`src/rtl/pcd_pkg.sv`:
```
package pcd_pkg;
  localparam int CNT_W = 4;
  localparam int PH_W  = 4;

  typedef struct packed {
    logic [CNT_W-1:0] hi_m1;
    logic [CNT_W-1:0] lo_m1;
    logic [PH_W-1:0]  phase;
    logic             start_hi;
    logic             bypass;
  } div_cfg_t;

  // Segment length (minus one) for the level the output is about to enter
  function automatic logic [CNT_W-1:0] seg_reload(input logic next_lvl, input div_cfg_t c);
    return next_lvl ? c.hi_m1 : c.lo_m1;
  endfunction

  function automatic div_cfg_t cfg_reset();
    div_cfg_t c;
    c.hi_m1    = '0;
    c.lo_m1    = '0;
    c.phase    = '0;
    c.start_hi = 1'b0;
    c.bypass   = 1'b0;
    return c;
  endfunction
endpackage

```
`src/rtl/pcd_cfg_shadow.sv`:
```
module pcd_cfg_shadow
  import pcd_pkg::*;
(
  input  logic     clk,
  input  logic     rst,
  input  logic     sync,
  input  div_cfg_t cfg_in,
  output div_cfg_t cfg_q
);
  always_ff @(posedge clk) begin
    if (rst)       cfg_q <= cfg_reset();
    else if (sync) cfg_q <= cfg_in;
  end
endmodule

```
`src/rtl/pcd_phase_wait.sv`:
```
module pcd_phase_wait
  import pcd_pkg::*;
(
  input  logic            clk,
  input  logic            rst,
  input  logic            sync,
  input  logic [PH_W-1:0] phase_in,
  output logic            running,
  output logic            fire_first,
  output logic            wait_busy
);
  logic [PH_W-1:0] wait_cnt;
  logic            wait_zero;

  assign wait_zero  = (wait_cnt == '0);
  assign fire_first = !sync && !running && wait_zero;
  assign wait_busy  = !running && !wait_zero;

  always_ff @(posedge clk) begin
    if (rst) begin
      wait_cnt <= '0;
      running  <= 1'b0;
    end else if (sync) begin
      wait_cnt <= phase_in;
      running  <= 1'b0;
    end else if (!running) begin
      if (wait_zero) running  <= 1'b1;
      else           wait_cnt <= wait_cnt - 1'b1;
    end
  end
endmodule

```
`src/rtl/pcd_duty_gen.sv`:
```
module pcd_duty_gen
  import pcd_pkg::*;
(
  input  logic     clk,
  input  logic     rst,
  input  logic     sync,
  input  logic     start_in,
  input  div_cfg_t cfg,
  input  logic     fire_first,
  input  logic     running,
  output logic     level_q,
  output logic     seg_zero
);
  logic [CNT_W-1:0] seg_cnt;

  assign seg_zero = (seg_cnt == '0);

  always_ff @(posedge clk) begin
    if (rst) begin
      level_q <= 1'b0;
      seg_cnt <= '0;
    end else if (sync) begin
      level_q <= start_in;
      seg_cnt <= '0;
    end else if (fire_first) begin
      level_q <= ~level_q;
      seg_cnt <= seg_reload(~level_q, cfg);
    end else if (running) begin
      if (seg_zero) begin
        level_q <= ~level_q;
        seg_cnt <= seg_reload(~level_q, cfg);
      end else begin
        seg_cnt <= seg_cnt - 1'b1;
      end
    end
  end
endmodule

```
`src/rtl/phase_clk_div.sv`:
```
module phase_clk_div
  import pcd_pkg::*;
#(
  parameter int LEN_W = CNT_W,
  parameter int OFS_W = PH_W
) (
  input  logic             clk_fast,
  input  logic             rst,
  input  logic             sync_in,
  input  logic [LEN_W-1:0] hi_len,
  input  logic [LEN_W-1:0] lo_len,
  input  logic [OFS_W-1:0] phase_ofs,
  input  logic             start_hi,
  input  logic             bypass,
  output logic             clk_out
);
  div_cfg_t cfg_in;
  div_cfg_t cfg_q;
  logic     running;
  logic     fire_first;
  logic     wait_busy;
  logic     level_q;
  logic     seg_zero;

  always_comb begin
    cfg_in.hi_m1    = hi_len;
    cfg_in.lo_m1    = lo_len;
    cfg_in.phase    = phase_ofs;
    cfg_in.start_hi = start_hi;
    cfg_in.bypass   = bypass;
  end

  pcd_cfg_shadow u_shadow (
    .clk(clk_fast), .rst(rst), .sync(sync_in), .cfg_in(cfg_in), .cfg_q(cfg_q)
  );

  pcd_phase_wait u_wait (
    .clk(clk_fast), .rst(rst), .sync(sync_in), .phase_in(phase_ofs),
    .running(running), .fire_first(fire_first), .wait_busy(wait_busy)
  );

  pcd_duty_gen u_duty (
    .clk(clk_fast), .rst(rst), .sync(sync_in), .start_in(start_hi), .cfg(cfg_q),
    .fire_first(fire_first), .running(running), .level_q(level_q), .seg_zero(seg_zero)
  );

  assign clk_out = cfg_q.bypass ? clk_fast : level_q;
endmodule

```
`config.mk`:
```
export PLATFORM = sky130hd
export DESIGN_NAME = phase_clk_div
export DESIGN_NICKNAME = d
export VERILOG_FILES = /design/src/rtl/pcd_pkg.sv /design/src/rtl/pcd_cfg_shadow.sv /design/src/rtl/pcd_phase_wait.sv /design/src/rtl/pcd_duty_gen.sv /design/src/rtl/phase_clk_div.sv
export SDC_FILE = /design/constraint.sdc
export NUM_CORES = 1
export LEC_CHECK = 0
export BUFFER_PORTS_ARGS = -buffer_cell sky130_fd_sc_hd__buf_2
export CAP_MARGIN = 40
export CORE_MARGIN = 3
export CORE_UTILIZATION = 49
export CTS_CLUSTER_SIZE = 8
export DETAILED_ROUTE_END_ITERATION = 6
export PLACE_DENSITY = 0.73
export SLEW_MARGIN = 10
export SYNTH_ARGS = -nofsm -noshare
export SYNTH_HDL_FRONTEND = slang
export SYNTH_SLANG_ARGS = --single-unit
```
`constraint.sdc`:
```
create_clock -name clk_fast -period 1.5 [get_ports clk_fast]
set_input_delay 0.225 -clock clk_fast [delete_from_list [all_inputs] [get_ports clk_fast]]
set_output_delay 0.225 -clock clk_fast [all_outputs]
set_load 0.05 [all_outputs]
```
==> flow_metrics.tcl <==
set metrics [dict create \
    grt_pass1_vias 992 \
    layout_commonest_cell "nor2_1" \
    core_area_um2 2020 \
    crit_arrival_ns 1.25 \
    cpMaxStageDelayCell "mux2_4" \
    grt_max_degree 19 \
    crit_family "multiplexers" \
    gp_congestion 0.802 \
    num_vias 982 \
    start_kind "clock port" \
    post_drt_wl_per_cell_um 14.9 \
    synth_cells 117 \
    path_cells "buf_6 -> mux2_4 -> buf_8" \
    drt-initial-drc-count 17 \
    outcome "finished, final reports clean" \
    synth-simple-area-share 0.246 \
    synth_compound_area_frac 0.137 \
    io_buffers 17 \
    finish.utilization 0.661 \
    n_antenna_cell 0 \
    worstSkewPairLatency_ns 0.42 \
    die_h_um 52.7 \
    synth_xor_area_frac 0 \
    drive_above_1_share 0.354 \
    cts_tree "yes" \
    layout_common_cells "nor2_1, buf_2, dfxtp_1" \
    muxShareOfSynthArea 0.174 \
    synth_nets 136 \
    clkTransAtPathRegs_ns 0.11 \
    drc 0 \
    dp.cells 164 \
    synth_top_family_by_area "simple AND/OR/NAND/NOR gates" \
    power.density_nw_per_um2 977 \
    wl_met2_mm 1.26 \
    yosysWarnings 0 \
    multiInputGateArea_um2 668 \
    nets 164 \
    ios 18 \
    ys_types 38 \
    vias_per_cell 5.74 \
    skew_ns 0.00605 \
    relSlewSlack 0.743 \
    slew_viol_final 0 \
    critPathBufInv 2 \
    max-vdd-ir-drop_uv 916 \
    fillers 179 \
    initial_core_util 0.528 \
    synthToLayoutAreaGrowth_pct 25.1 \
    stdcell_count 171 \
    top_layer "met4" \
    die_w_um 52.7 \
    seqCellArea_um2 385 \
    hold_viol 0 \
    synth-seq-cells 19 \
    crit_required_ns 1.27 \
    antenna_left 0 \
    first_pass_iters 4 \
    grt_pass1_wl_mm 4.31 \
    hold_buffers 0 \
    antenna_found_initial 0 \
    ys_seq_area_frac 0.356 \
    drv_cap 0 \
    wl_met3_um 132 \
    drt-met1-wl_mm 1.09 \
    num_rows 16 \
    grt_overflow 0 \
    grt_usage 0.212 \
    wl_mm 2.56 \
    syn_area_um2 1070 \
    finalSetupViolCount 0 \
    syn_area_per_cell_um2 9.13 \
    crit_path_end_kind "output port" \
    setup.worst_path.class "clk2out" \
    dieArea_um2 2780 \
    dp_hpwl_mm 1.77 \
    worst_slew_pin_slew_ns 0.379 \
    crit_path_max_fanout 2 \
    critical_path.max_stage_delay_ns 0.26 \
    min_path_type "in2reg" \
    p_leak_nw 0.568 \
    synthAdderAreaFrac 0.0234 \
]
## metal layers
layer | up-vias | track usage
li1 | 480 | -
met3 | 10 | 0.0684
met2 | 29 | 0.366
met4 | 0 | 0.0936
met5 | - | 0
met1 | 463 | 0.235
## path summary, 6_finish.rpt
check,startpoint,to,slack (ns),depth (start not counted)
worst max register to register,u_wait.wait_cnt[1],u_duty.seg_cnt[2],0.07,5
worst min-delay path,lo_len[0],u_shadow.cfg_q[6],0.03,3
worst max-delay path,clk_fast,clk_out,0.03,3
worst min register to register,u_shadow.cfg_q[8],u_shadow.cfg_q[8],0.50,2
## logic make-up after synthesis
logic type | after synthesis
buffers and inverters | 15
AND/OR/NAND/NOR | 45
AO/OA/AOI/OAI | 18
adder cells (fa/ha/maj) | 2
flip-flops | 19
multiplexers | 18
## worst register-to-register path: cells and delay by family (launching register included)
family	cells	cell delay, ns
adders and majority gates	1	0.13
AOI/OAI and AO/OA	2	0.30
buffers and inverters	1	0.06
and+or+nand+nor	1	0.49
DFF	1	0.36
## power breakdown
| group | switching [W] | total [W] | internal, W |
|---|---|---|---|
| Combinational | 0.000142 | 0.000290 | 0.000148 |
| Sequential | 0.0000349 | 0.000576 | 0.000541 |
| Clock | 0.000225 | 0.000440 | 0.000216 |
## layout make-up
class                   count  area share
flip-flops and latches     19       0.288
well taps                  27      0.0253
clock buffers               7      0.0449
inverters                   9      0.0253
repair buffers             26       0.116
multi-input cells          83       0.500
## sequential cells by signal (all words and copies together), names as in the netlist
register         count
u_shadow.cfg_q       9
u_duty.seg_cnt       4
u_wait.wait_cnt      4
u_duty.level_q       1
u_wait.running       1
## synth_stat cells (all sizes together)
master / count / area (µm²)
o221ai: 1 / 8.76
a22oi: 1 / 7.51
or3b: 2 / 17.5
nor2: 17 / 63.8
inv: 9 / 33.8
o21bai: 1 / 7.51
mux2: 5 / 56.3
o21ai: 3 / 15.0
nand2: 3 / 11.3
nor4bb: 1 / 10.0
a211oi: 2 / 15.0
o2bb2ai: 1 / 8.76
a21oi: 2 / 10.0
nor3: 3 / 15.0
a31oi: 1 / 6.26
nor2b: 2 / 12.5
nor4: 1 / 6.26
or4b: 2 / 23.8
o32ai: 1 / 16.3
or2: 1 / 6.26
clkbuf: 2 / 7.51
ha: 2 / 25.0
dfxtp: 19 / 380
nand3: 8 / 40.0
buf: 4 / 26.3
o2111ai: 1 / 8.76
nor3b: 2 / 15.0
nor4b: 2 / 32.5
nand4b: 1 / 8.76
mux2i: 13 / 130
o311ai: 2 / 25.0
a311oi: 2 / 17.5
## metrics by stage
stage | instance area (µm²) | total power, W | setup WS [ns] | hold WS [ns] | TNS [ns]
after floorplan | 1070 | 0.000800 | 0.0251 | 0.372 | 0
after global placement | 1220 | 0.000879 | 0.0344 | 0.457 | 0
after detailed placement | 1220 | 0.000890 | -0.00549 | 0.469 | -0.00549
after CTS | 1290 | 0.00127 | 0.00448 | 0.0346 | 0
after global routing | 1340 | 0.00138 | -0.00952 | 0.0186 | -0.00952
final | 1340 | 0.00131 | 0.0280 | 0.0280 | 0
## what timing repair did
item / 4_1_cts / 5_1_grt
setup endpoints to repair: 2 / 7
setup buffers: 1 / 0
gates resized for setup: 5 / 13
endpoints found under the hold margin: 0 / 0
cloned: 0 / 0
pin swaps: 2 / 0
(Power assumes the default switching activity.)
